## config.mk

```make
export PLATFORM = sky130hd
export DESIGN_NAME = refresh_interval_timer
export DESIGN_NICKNAME = d
export VERILOG_FILES = /design/src/rtl/refresh_interval_timer.sv
export SDC_FILE = /design/constraint.sdc
export NUM_CORES = 1
export LEC_CHECK = 0
export BUFFER_PORTS_ARGS = -buffer_cell sky130_fd_sc_hd__buf_2
export CAP_MARGIN = 20
export CORE_ASPECT_RATIO = 0.8
export CORE_UTILIZATION = 54
export CTS_BUF_LIST = sky130_fd_sc_hd__clkbuf_2 sky130_fd_sc_hd__clkbuf_4 sky130_fd_sc_hd__clkbuf_8
export DETAILED_ROUTE_END_ITERATION = 7
export PLACE_DENSITY = 0.8
export SYNTH_ARGS = -nofsm -noshare
export SYNTH_HDL_FRONTEND = slang
export SYNTH_SLANG_ARGS = --single-unit
```

## constraint.sdc

```tcl
create_clock -name clk -period 2.13 [get_ports clk]
set_input_delay 0.213 -clock clk [delete_from_list [all_inputs] [get_ports clk]]
set_output_delay 0.213 -clock clk [all_outputs]
set_load 0.03 [all_outputs]
```

## src/rtl/refresh_interval_timer.sv

```systemverilog
module refresh_interval_timer #(
  parameter int DATA_W   = 32,
  parameter int WIDE_LEN = 3
) (
  input  logic              clk,
  input  logic              rst_n,
  input  logic              run_en,
  input  logic              cnt_wr,
  input  logic              rld_wr,
  input  logic [DATA_W-1:0] wr_data,
  output logic              ovf_n
);

  localparam int CW = DATA_W - 1;
  localparam int SW = (WIDE_LEN > 2) ? $clog2(WIDE_LEN) : 1;
  localparam logic [SW-1:0] HOLD_INIT = SW'(WIDE_LEN - 1);

  logic [CW-1:0] cnt;
  logic [CW-1:0] rld;
  logic          wide;
  logic [SW-1:0] hold;
  logic          ovf_q;

  wire at_zero = (cnt == '0);
  wire hit     = run_en && !cnt_wr && at_zero;

  always_ff @(posedge clk or negedge rst_n) begin
    if (!rst_n) begin
      rld  <= '0;
      wide <= 1'b0;
    end else if (rld_wr) begin
      rld  <= wr_data[CW-1:0];
      wide <= wr_data[DATA_W-1];
    end
  end

  always_ff @(posedge clk or negedge rst_n) begin
    if (!rst_n)
      cnt <= '0;
    else if (cnt_wr)
      cnt <= wr_data[CW-1:0];
    else if (run_en)
      cnt <= at_zero ? rld : cnt - 1'b1;
  end

  always_ff @(posedge clk or negedge rst_n) begin
    if (!rst_n) begin
      hold  <= '0;
      ovf_q <= 1'b1;
    end else if (!run_en) begin
      hold  <= '0;
      ovf_q <= 1'b1;
    end else if (hit) begin
      hold  <= wide ? HOLD_INIT : '0;
      ovf_q <= 1'b0;
    end else if (hold != '0) begin
      hold  <= hold - 1'b1;
      ovf_q <= 1'b0;
    end else begin
      ovf_q <= 1'b1;
    end
  end

  assign ovf_n = ovf_q;

  AST_FELL_AFTER_ZERO: assert property (@(posedge clk) disable iff (!rst_n)
    $fell(ovf_n) |-> $past(run_en && !cnt_wr && cnt == '0));

  AST_IDLE_HIGH: assert property (@(posedge clk) disable iff (!rst_n)
    !run_en |=> ovf_n);

  AST_FREEZE: assert property (@(posedge clk) disable iff (!rst_n)
    (!run_en && !cnt_wr) |=> $stable(cnt));

  AST_RELOAD: assert property (@(posedge clk) disable iff (!rst_n)
    (run_en && !cnt_wr && cnt == '0) |=> cnt == $past(rld));

  AST_LOAD: assert property (@(posedge clk) disable iff (!rst_n)
    cnt_wr |=> cnt == $past(wr_data[CW-1:0]));

  AST_WIDE_HOLD: assert property (@(posedge clk) disable iff (!rst_n)
    (run_en && hold != '0) |=> !ovf_n);

  AST_NARROW_RISE: assert property (@(posedge clk) disable iff (!rst_n)
    (!ovf_n && hold == '0 && !(run_en && !cnt_wr && cnt == '0)) |=> ovf_n);

endmodule

```

Yosys cells after proc, flatten, opt, wreduce, memory -nomap -nowiden. Cells that the tools add are included.

Output and inout port bits: 1. Logic and storage cells: 24. RAM bits: 0. Bits in latches: 0. Memories kept: 0. Memory bits (read-only): 0. Flip-flop bits (word level): 66.

Reductions and logical operators: 6. Bitwise operators: 0. Multiply operators: 0. Equality and inequality tests: 1. Shift-type cells: 0. Muxes and demuxes: 10. Order comparisons: 0. Divide/modulo/power cells: 0. Add/sub/neg operators: 2.

Operator list (number): 31-bit two-way mux (3); 31-bit logical NOT (1); 31-bit by 1-bit subtractor with 31-bit output, second input constant (1); 2-bit two-way mux (4); 2-bit nonzero test (2); 1-bit two-way mux (3); 3-bit by 1-bit != test with 1-bit output, second input constant (1); 1-bit logical AND (2); 2-bit by 1-bit subtractor with 2-bit output, second input constant (1); 1-bit logical NOT (1).

Longest topological paths before layout.
Depth in word-level cells: 5. Gate-level depth with buffers: 8.

Worst setup path after synthesis. OpenSTA, ideal clock, no wires.

Kind: register -> register. From: register cnt[18]. To: register cnt[30]. Stages on the path, launching flop included: 6. Path slack: -0.116 ns. Period minus slack after synthesis: 2.246 ns. Arrival time: 2.120 ns. Cell sequence: dfrtp_1 > or4_4 > nor4_4 > nand2_1 > o31a_1 > a221o_1.

Cells in the longest elaborated chain, start to end: 4. Elaborated cells between the ends (all ways): 5.

RTL lines: start, declared (RTL line 18) `logic [CW-1:0] cnt;`; start signal, assigned (RTL line 41) `cnt <= wr_data[CW-1:0];`; start signal, assigned (RTL line 43) `cnt <= at_zero ? rld : cnt - 1'b1;`; 31-bit by 1-bit subtractor with 31-bit output / 31-bit logical NOT (equally long branches) (RTL line 43, 24); 31-bit two-way mux * (RTL line 43); 31-bit two-way mux * (RTL line 42) `else if (run_en)`; 31-bit two-way mux * (RTL line 40) `else if (cnt_wr)`.

Mark *: on every way between the ends. The rest lies on a longest branch, timed or not. The select of a mux whose other input is x is not followed. A chain may end at the register's enable or synchronous reset.

Worst setup path in the final report.
From: register cnt[17]. To: register cnt[23].

Same word-level chain as after synthesis.

==> run summary <==
Counting the buffers created by CTS gives 9. The detailed placement HPWL is 6.069 mm. The relative slew slack is 0.5913, and the synthesized instance count is 363. The tools report the buffer levels on the longest clock path as 2. The actual slew at the worst max-slew pin is 0.6131 ns, and the area growth from synthesis to layout is 29.26%.

The number of synthesis warnings is 0, and the synthesized netlist net count is 403. The wire length of the first global-routing pass was 15.91 mm. The proportion of layout cells with a drive suffix above 1 works out to 0.4077. Setup repair after global routing could not meet its margin everywhere.

With fillers left out, the area of the finished cells amounts to 4865 µm². The worst setup path is captured at a flip-flop. The number of top-level pins was 38; the largest net degree at the start of global routing was 67.

The run gives 0.5004 mV as the peak supply drop. Average vias per placed instance: 6.004. The power density over cell area is 727.6 nW/µm². In this run the worst path has a maximum fanout of 9. CTS saw 66 sinks. The checks that failed: setup timing. For the placement row count, the log shows 26. The number of antenna violations at the first check in global routing was 0.

The floorplan step defined a core boundary enclosing 6571 µm². The initial core utilization was 0.5727. For this run, the leading register cell type out of synthesis is dfrtp_1. Synthesis instantiated 51 different standard cells from the library. The placement-stage worst setup slack was -0.1599 ns.

STA classifies the critical path startpoint as a flip-flop. TritonCTS built the clock tree. After detailed routing, the total wire length is 10.11 mm. The share of the clock period used by the worst path after layout was 1.089. The repair_antennas step left the layout with diodes totalling 0. In this run the static leakage power is 2.167 nW.

Clock latency on the worst-skew pair, taken at its later pin, is 0.36 ns. The initial DRC count is 257, and the clock slew at the register clock pins of the worst setup and hold paths is 0.08 ns. Input and output buffers added on the ports amount to 37.

The detailed router placed 3302 vias in this run. The time the worst path needs with I/O delays and setup works out to 2.320 ns. The flow ran to the end, but the final reports show violations. Via count of the first global-routing pass: 3219.

For this run, the top clock speed supported by timing is 430.9 MHz. After detailed routing, the average wire length per cell comes to 18.37 µm. The number of hold violations in the final report is 0, and the number of max-capacitance violations reported is 0. From bottom edge to top edge, the die measures 76.67 µm. The average instance in the mapped netlist occupies 10.37 µm².

The tools report the routability congestion estimate as 0.8850. For the total routing usage reported by global routing, the log shows 0.2864. The overflow left after global routing was 0. The run gives 5 as the number of optimization iterations in the first detailed-route pass. The required time of the critical path is 2.38 ns, and the number of enable-type register cells in the synthesized netlist is 0. For the count of fill cells added during filler insertion, the log shows 423.

For this run, the post-layout net count is 501. CTS built an H-tree with a depth of 3. The logs give 0.4392 for the share of synthesized area occupied by flip-flops and latches and 0 for the residual antenna-violating net count after detailed routing. For this run, design rule violations remaining after detail routing come to 0.

The tools report the clock root buffer as clkbuf_8. Data arrives at the worst endpoint at 2.57 ns. The path class of the tightest hold or removal check is in2reg. Start-to-end type of the worst setup path: reg2reg. The synthesized netlist occupies a cell area of 3764 µm². The share of synthesized registers carrying an async set or reset is 1.000, and the final setup slack of the worst path is -0.1905 ns. The post-placement cell area is 4375 µm², and the area enclosed by the die boundary is 7310 µm².

Between clock sinks in the finished design, the worst skew comes to 0.01026 ns. The final number of max-transition violations was 0. Setup violations remaining at the end of the flow were counted as 31.

The die boundary width was 95.34 µm. The flop and latch count out of synthesis was 66.
-- power breakdown --
| part | internal [mW] | switching, mW | total [mW] |
|---|---|---|---|
| logic | 0.425 | 0.434 | 0.859 |
| clock network | 0.676 | 0.508 | 1.18 |
| registers | 1.40 | 0.0954 | 1.50 |
-- Yosys cell counts, types with 2 or more instances --
cell      number  area, µm²
o31ai_1        5      37.54
ha_1           3      37.54
nor4_4         2      42.54
nor2_1        17      63.81
o21ai_1        2      10.01
buf_1          6      22.52
mux2_2        33      371.6
nand3b_1       4      30.03
xnor2_1       13      113.9
nor3b_1        9      67.56
nand4_1        2      12.51
o21ai_0       28      140.1
or4_4          2      22.52
nand2b_1      19      118.9
nand4b_1       2      17.52
buf_6          4      45.04
nand3_1        4      20.02
nor4_1         4      25.02
nand2_1       31      116.4
a21oi_1       11      55.05
inv_1          7      26.28
nor2b_1        2      12.51
xor2_1        13      113.9
a221o_1       19      190.2
nor3_1         9      45.04
dfrtp_1       65       1627
or4_1          6      45.04
mux2i_1        6      60.06
and3_1         3      18.77
clkbuf_1      11      41.29
-- worst paths after layout --
kind / from / to / slack [ns] / cells after the start
min in group asynchronous: rst_n / cnt[8] / 0.40 / 3
min reg2reg: rld[20] / cnt[20] / 0.51 / 1
max in group asynchronous: rst_n / ovf_n / 1.41 / 3
max reg2reg: cnt[17] / cnt[23] / -0.19 / 8
min: wr_data[31] / wide / 0.08 / 2
max: cnt[17] / cnt[23] / -0.19 / 8
-- registers in the layout, summed over array words and instances (netlist names) --
name,flops
cnt,31
rld,31
hold,2
ovf_n,1
wide,1
-- worst max-delay path: stages, from the launching register on --
cell and delay (ns):
dfrtp_1 0.39, or4_4 0.54, buf_4 0.17, nor4_4 0.14
buf_6 0.15, buf_4 0.12, and3_4 0.22, nor2_2 0.12
a221o_1 0.34
-- cells in the final DEF, fill, tap and decap left out, drive strengths merged, types with 3 or more instances in the layout --
cell type	count
inv	8
dfrtp	65
mux2	33
o31ai	5
nand4	3
a21oi	11
and3	3
nor2	19
nand3b	4
nand3	5
o21ai	30
nor3	9
nand2b	19
ha	3
a221o	19
nor4	7
nor3b	9
xor2	13
clkbuf	10
or4	9
mux2i	6
xnor2	13
buf	107
nand2	31
-- layer usage --
| layer | up-vias | global-route usage | routed length, µm |
|---|---|---|---|
| met1 | 1616 | 0.3941 | 4481 |
| met5 | - | 0 | 0 |
| li1 | 1528 | - | - |
| met3 | 27 | 0.05556 | 543 |
| met2 | 131 | 0.4421 | 4870 |
| met4 | 0 | 0.1152 | 210 |
-- through the flow --
stage,hold WS [ns],util,setup TNS (ns),power [mW],instances
4_1_cts,0.08210,0.7171,-2.520,3.500,539
6_report,0.08316,0.7403,-4.010,3.540,550
3_3_place_gp,0.2591,0.6658,-1.487,2.248,516
3_5_place_dp,0.2593,0.6658,-2.916,2.294,516
2_1_floorplan,-0.08259,-,-1.035,1.981,363
5_1_grt,0.09310,0.7403,-5.932,3.695,550
-- what timing repair did --
| action | CTS | global route |
|---|---|---|
| gates resized for setup | 20 | 23 |
| endpoints found under the setup margin | 30 | 34 |
| endpoints found under the hold margin | 65 | 0 |
| hold buffers | 1 | 0 |
| setup buffers | 5 | 9 |
| gates cloned | 1 | 2 |
| pin swaps | 14 | 11 |
-- logic make-up (layout without fill, tap and decap cells) --
family / after synthesis / count (layout) / share of synthesized area
compound gates: 73 / 73 / 0.1330
flops: 66 / 66 / 0.4392
mux: 39 / 39 / 0.1147
simple gates: 127 / 128 / 0.2054
buf+inv: 29 / 131 / 0.03723
fa+ha+maj: 3 / 3 / 0.009974
xor+xnor: 26 / 26 / 0.06051
-- layout make-up --
| type | instances | area [µm²] | area share |
|---|---|---|---|
| tap | 84 | 105.1 | 0.02160 |
| clock buffer | 10 | 131.4 | 0.02701 |
| multi-input combinational | 269 | 2081 | 0.4277 |
| clock inverter | 6 | 90.09 | 0.01852 |
| inverter | 7 | 26.28 | 0.005401 |
| timing repair buffer | 108 | 778.2 | 0.1600 |
| sequential | 66 | 1653 | 0.3398 |
Note: power is estimated with default switching activity, not from simulation.
